[src/rtl/swatch_pkg.sv]
package swatch_pkg;
  localparam int DIGIT_W = 4;
  localparam int SEG_W   = 7;
  localparam int NUM_ST  = 7;

  // one-hot state bit positions
  localparam int ST_INIT  = 0;
  localparam int ST_IDLE  = 1;
  localparam int ST_RUN   = 2;
  localparam int ST_HALT  = 3;
  localparam int ST_CMP   = 4;
  localparam int ST_STORE = 5;
  localparam int ST_BEST  = 6;

  typedef struct packed {
    logic ldBest;    // load the best-time register
    logic clrTimer;  // synchronous timer clear
    logic cntEn;     // timer count enable
    logic srcTimer;  // best source: 1 = timer, 0 = all nines
    logic showBest;  // display source: 1 = best, 0 = timer
  } swCtrl_t;
endpackage

[src/rtl/swatch_seg7.sv]
module swatch_seg7
  import swatch_pkg::*;
(
  input  logic [DIGIT_W-1:0] bcd,
  output logic [SEG_W-1:0]   seg
);
  always_comb begin
    case (bcd)
      4'd0:    seg = 7'b1111110;
      4'd1:    seg = 7'b0110000;
      4'd2:    seg = 7'b1101101;
      4'd3:    seg = 7'b1111001;
      4'd4:    seg = 7'b0110011;
      4'd5:    seg = 7'b1011011;
      4'd6:    seg = 7'b1011111;
      4'd7:    seg = 7'b1110000;
      4'd8:    seg = 7'b1111111;
      4'd9:    seg = 7'b1111011;
      default: seg = 7'b0000000; // non-decimal code blanks the digit
    endcase
  end
endmodule

[src/rtl/swatch_ctrl.sv]
module swatch_ctrl
  import swatch_pkg::*;
(
  input  logic              clk,
  input  logic              rstAsync,
  input  logic              startIn,
  input  logic              stopIn,
  input  logic              cssIn,
  input  logic              aLtB,
  output swCtrl_t           strobes,
  output logic [NUM_ST-1:0] stateVec
);
  logic [NUM_ST-1:0] nxt;

  always_comb begin
    nxt[ST_INIT]  = 1'b0;
    nxt[ST_IDLE]  = stateVec[ST_INIT]
                  | (stateVec[ST_IDLE] & ~startIn)
                  | (stateVec[ST_HALT] & ~cssIn & startIn)
                  | (stateVec[ST_BEST] & startIn);
    nxt[ST_RUN]   = (stateVec[ST_IDLE] & startIn)
                  | (stateVec[ST_RUN] & ~stopIn);
    nxt[ST_HALT]  = (stateVec[ST_RUN] & stopIn)
                  | (stateVec[ST_HALT] & ~cssIn & ~startIn);
    nxt[ST_CMP]   = stateVec[ST_HALT] & cssIn;
    nxt[ST_STORE] = stateVec[ST_CMP] & aLtB;
    nxt[ST_BEST]  = (stateVec[ST_CMP] & ~aLtB)
                  | stateVec[ST_STORE]
                  | (stateVec[ST_BEST] & ~startIn);
  end

  always_ff @(posedge clk or posedge rstAsync) begin
    if (rstAsync) stateVec <= NUM_ST'(1) << ST_INIT;
    else          stateVec <= nxt;
  end

  always_comb begin
    strobes.ldBest   = stateVec[ST_INIT] | stateVec[ST_STORE];
    strobes.clrTimer = stateVec[ST_IDLE];
    strobes.cntEn    = stateVec[ST_RUN];
    strobes.srcTimer = stateVec[ST_STORE];
    strobes.showBest = stateVec[ST_BEST];
  end
endmodule

[src/rtl/swatch_dp.sv]
module swatch_dp
  import swatch_pkg::*;
#(
  parameter int DIGITS      = 4,
  parameter int FRAC_DIGITS = 2
) (
  input  logic                     clk,
  input  logic                     rstAsync,
  input  swCtrl_t                  strobes,
  output logic                     aLtB,
  output logic [DIGITS*DIGIT_W-1:0] timerVal,
  output logic [DIGITS*DIGIT_W-1:0] bestVal,
  output logic [DIGITS*SEG_W:0]    segOut
);
  localparam int WORD_W = DIGITS * DIGIT_W;
  localparam logic [WORD_W-1:0] MAX_CODE = {DIGITS{4'h9}};
  localparam int DP_POS = FRAC_DIGITS * SEG_W;

  logic [WORD_W-1:0] timerInc;
  logic [DIGITS:0]   carry;
  logic [WORD_W-1:0] dispWord;
  logic [SEG_W-1:0]  segDig [DIGITS];

  assign carry[0] = 1'b1;

  for (genvar i = 0; i < DIGITS; i++) begin : g_bcdInc
    logic [DIGIT_W-1:0] dig;
    assign dig = timerVal[i*DIGIT_W +: DIGIT_W];
    always_comb begin
      if (carry[i] && dig == 4'd9) begin
        timerInc[i*DIGIT_W +: DIGIT_W] = 4'd0;
        carry[i+1] = 1'b1;
      end else begin
        timerInc[i*DIGIT_W +: DIGIT_W] = dig + {3'b000, carry[i]};
        carry[i+1] = 1'b0;
      end
    end
  end

  always_ff @(posedge clk or posedge rstAsync) begin
    if (rstAsync)                                  timerVal <= '0;
    else if (strobes.clrTimer)                     timerVal <= '0;
    else if (strobes.cntEn && timerVal != MAX_CODE) timerVal <= timerInc;
  end

  always_ff @(posedge clk or posedge rstAsync) begin
    if (rstAsync)            bestVal <= MAX_CODE;
    else if (strobes.ldBest) bestVal <= strobes.srcTimer ? timerVal : MAX_CODE;
  end

  // packed BCD orders like an unsigned binary word
  assign aLtB     = timerVal < bestVal;
  assign dispWord = strobes.showBest ? bestVal : timerVal;

  for (genvar i = 0; i < DIGITS; i++) begin : g_digit
    swatch_seg7 u_seg (.bcd(dispWord[i*DIGIT_W +: DIGIT_W]), .seg(segDig[i]));
    if (i < FRAC_DIGITS) begin : g_frac
      assign segOut[i*SEG_W +: SEG_W] = segDig[i];
    end else begin : g_int
      assign segOut[i*SEG_W + 1 +: SEG_W] = segDig[i];
    end
  end
  assign segOut[DP_POS] = 1'b1;
endmodule

[src/rtl/dash_timer_top.sv]
module dash_timer_top
  import swatch_pkg::*;
#(
  parameter int DIGITS      = 4,
  parameter int FRAC_DIGITS = 2
) (
  input  logic                  clk,
  input  logic                  clearAll,
  input  logic                  startBtn,
  input  logic                  stopBtn,
  input  logic                  cssBtn,
  output logic [DIGITS*SEG_W:0] segOut
);
  localparam int WORD_W = DIGITS * DIGIT_W;

  swCtrl_t           strobes;
  logic [NUM_ST-1:0] stateVec;
  logic              aLtB;
  logic [WORD_W-1:0] timerVal;
  logic [WORD_W-1:0] bestVal;

  swatch_ctrl u_ctrl (
    .clk(clk), .rstAsync(clearAll), .startIn(startBtn), .stopIn(stopBtn),
    .cssIn(cssBtn), .aLtB(aLtB), .strobes(strobes), .stateVec(stateVec)
  );

  swatch_dp #(.DIGITS(DIGITS), .FRAC_DIGITS(FRAC_DIGITS)) u_dp (
    .clk(clk), .rstAsync(clearAll), .strobes(strobes), .aLtB(aLtB),
    .timerVal(timerVal), .bestVal(bestVal), .segOut(segOut)
  );
endmodule

[config.mk]
export PLATFORM = sky130hd
export DESIGN_NAME = dash_timer_top
export DESIGN_NICKNAME = d
export VERILOG_FILES = /design/src/rtl/swatch_pkg.sv /design/src/rtl/swatch_seg7.sv /design/src/rtl/swatch_ctrl.sv /design/src/rtl/swatch_dp.sv /design/src/rtl/dash_timer_top.sv
export SDC_FILE = /design/constraint.sdc
export NUM_CORES = 1
export LEC_CHECK = 0
export CORE_MARGIN = 5
export CORE_UTILIZATION = 58
export DETAILED_ROUTE_END_ITERATION = 8
export DONT_BUFFER_PORTS = 1
export PLACE_DENSITY = 0.76
export SLEW_MARGIN = 20
export SYNTH_ARGS = -nofsm -noshare
export SYNTH_HDL_FRONTEND = slang
export SYNTH_SLANG_ARGS = --single-unit
export TNS_END_PERCENT = 100
[constraint.sdc]
create_clock -name clk -period 2.3 [get_ports clk]
set_clock_uncertainty 0.2 [all_clocks]
set_input_delay 0.345 -clock clk [delete_from_list [all_inputs] [get_ports clk]]
set_output_delay 0.345 -clock clk [all_outputs]
set_load 0.005 [all_outputs]
==> results.yml <==
run_status:
  outcome: "complete, but fails checks"
  violations: "negative setup slack"
run:
  maxCapViolCount: 0
worst_setup_path:
  cp_max_fo: 6
  worstPathRequired_ns: 1.75
  cp_top_family: "flip-flops"
  end_kind: "primary output"
  cp_slowest_cell: "dfrtp_2"
  critPathMaxStageDelay_ns: 0.46
  path_buf_inv: 2
  worstPathCellList: "buf_12 > mux2i_4 > inv_2 > ha_2 > nor2_1 > a21oi_1 > o21ai_1"
  path_class: "flop to primary output"
  worst_ep_arrival_time_ns: 1.94
  critPathLaunchType: "flop"
yosys:
  ys_ff_latch: 39
  synth_area_um2: 3140
  yosysSeqAreaShare: 0.314
  synth_compound_area_frac: 0.165
  synthMuxAreaShare: 0.0729
  synthSimpleGateAreaFrac: 0.194
  yosysTopAreaCell: "dfrtp_1"
  syn_avg_cell_area_um2: 8.58
  synth_cell_type_count: 40
  synth-xor-area-share: 0.00279
  yosys.area.top_type_share: 0.239
  ys.flop_type: "dfrtp_1"
  synth_top_family_by_area: "simple AND/OR/NAND/NOR gates"
  synthArstFlopShare: 1.00
  synth_most_common_cell: "nand2_1"
  synth_area_leaders: "dfrtp_1 24%, ha_1 19%, dfstp_2 7.5%"
  synth_edf_count: 0
  synth_cells: 366
  synth_common_cells: "50 x nand2_1, 47 x ha_1, 38 x nor2_1"
  yosys_warnings: 0
  synthAdderAreaFrac: 0.187
  syn-num-nets: 418
routing:
  wl_per_cell_um: 20.0
  drc_errors: 0
  vias_per_cell: 6.23
  vias: 2997
  drt-initial-drc-count: 197
  dr.pass1.iters: 5
  ant_nets: 0
  drt_wl_total_um: 9600
placement:
  dp_slack_ns: 0.00465
  placed_area_um2: 3320
  dpl.hpwl_um: 4840
  port_buffers: 0
  place_congestion: 0.887
global_routing:
  grt_pass1_wl_um: 13200
  grt_overflow: 0
  antenna_found_initial: 0
  grt_pass1_vias: 2770
  grt_max_degree: 40
  grt.total_usage: 0.228
pwr:
  peakVddDrop_mv: 0.498
  p_comb_frac: 0.302
  p_sw_frac: 0.324
  power_density_nw_per_um2: 446
  switchingPower_uw: 610
  p_seq_frac: 0.421
  p_int_uw: 1270
  power_frac_clock: 0.277
  p_leak_uw: 0.00189
  power_uw: 1880
sta:
  timing.fmax_mhz: 402
  rsz0062_at_grt: "yes"
  finalHoldViolCount: 0
  min_period_ns: 2.49
  setup_viol: 26
  slew_viol_final: 0
  fin_ws_ns: -0.185
  worstMarginPinSlew_ns: 1.10
  setup-tns-final_ns: -2.62
  finalCritPeriodShare: 1.08
  slew_headroom: 0.267
floorplanning:
  die_x_um: 83.6
  die_y_um: 83.6
  io_pins: 34
  core_um2: 5170
  start_util: 0.607
  die_area_um2: 6980
  num_rows: 26
worst_hold_path:
  min_path_type: "primary input to flop"
layout:
  nFillCells: 285
  fin_area_um2: 4220
  diodes: 0
  area_delta_synth_final_pct: 34.4
  nets: 462
  layout-drive-gt1-share: 0.370
  fin_util: 0.816
clocking:
  cts_tree: "yes"
  clockBufferDepth: 2
  clk_latency_ns: 0.30
  cts.sinks: 39
  numCtsBuffers: 5
  root_buffer: "clkbuf_8"
  path_clk_slew_ns: 0.07
  cts.htree.levels: 2
[logic make-up after synthesis]
| family | count (synthesis) |
|---|---|
| flip-flops | 39 |
| XOR/XNOR | 1 |
| adder cells (fa/ha/maj) | 47 |
| buffers and inverters | 46 |
| AND/OR/NAND/NOR | 130 |
| multiplexers | 20 |
| AO/OA/AOI/OAI | 81 |
| other | 2 |
[stage by stage]
step	hold slack, ns	instances
after floorplan	0.241	366
after global placement	0.187	434
after detailed placement	0.193	434
after CTS	0.0188	474
after global routing	0.108	481
final	0.122	481
[path summary, 6_finish.rpt]
check | slack [ns] | end | cells past startpoint | start
max in group asynchronous | 1.07 | u_dp.bestVal[8] | 3 | clearAll
min | 0.12 | u_ctrl.stateVec[1] | 2 | startBtn
min in group asynchronous | 0.44 | u_dp.bestVal[13] | 3 | clearAll
min reg2reg | 0.30 | u_ctrl.stateVec[4] | 1 | u_ctrl.stateVec[3]
max | -0.19 | segOut[22] | 7 | u_ctrl.stateVec[6]
max reg2reg | -0.08 | u_ctrl.stateVec[6] | 7 | u_dp.bestVal[12]
[what timing repair did]
item / in CTS / in global routing
cloned: 1 / 0
endpoints found under the setup margin: 26 / 32
hold buffers: 5 / 1
buffers inserted: 26 / 7
gates resized for setup: 63 / 65
endpoints found under the hold margin: 33 / 1
pin swaps: 23 / 30
[layout make-up]
class                           count  area [um^2]  area share
Clock buffer                        8          100      0.0237
Inverter                           32          128      0.0302
Multi-Input combinational cell    281         2430       0.575
Sequential cell                    39          988       0.234
Tap cell                           70         87.6      0.0208
Timing Repair Buffer               51          489       0.116
[cell usage in the layout (no fill, tap or decap), types with 3 or more instances in the layout]
master / count
a21oi_1: 20
a22o_1: 7
a31oi_1: 4
a41oi_1: 3
and4bb_2: 3
buf_12: 4
buf_4: 30
buf_6: 11
clkbuf_8: 7
dfrtp_1: 29
dfstp_2: 9
dlygate4sd3_1: 6
ha_1: 30
ha_2: 5
ha_4: 12
inv_1: 24
inv_2: 5
inv_4: 3
mux2_2: 4
mux2_4: 3
mux2i_1: 3
mux2i_2: 3
mux2i_4: 7
nand2_1: 45
nand2_2: 3
nand2b_1: 3
nand3_1: 11
nand4_1: 4
nor2_1: 30
nor2_2: 6
nor2b_4: 9
o21ai_0: 13
o21ai_1: 6
o21ai_2: 10
o31ai_1: 8
[sequential cells by signal, indices dropped and copies added, names as in the netlist]
| register | count |
|---|---|
| u_dp.bestVal | 16 |
| u_dp.timerVal | 16 |
| u_ctrl.stateVec | 7 |
[metal layers]
metal,GRT usage,share of wire
met1,0.302,0.40
met2,0.379,0.52
met3,0.0444,0.055
met4,0.0643,0.022
met5,0,0
[power by group through the flow]
stage	Sequential (uW)	Clock, uW	Combinational, uW
finish	792	521	567
CTS	784	525	479
global placement	794	0	358
floorplan	764	0	310
global route	797	561	614
detailed placement	796	0	371
Note: power is estimated with default switching activity, not from simulation.
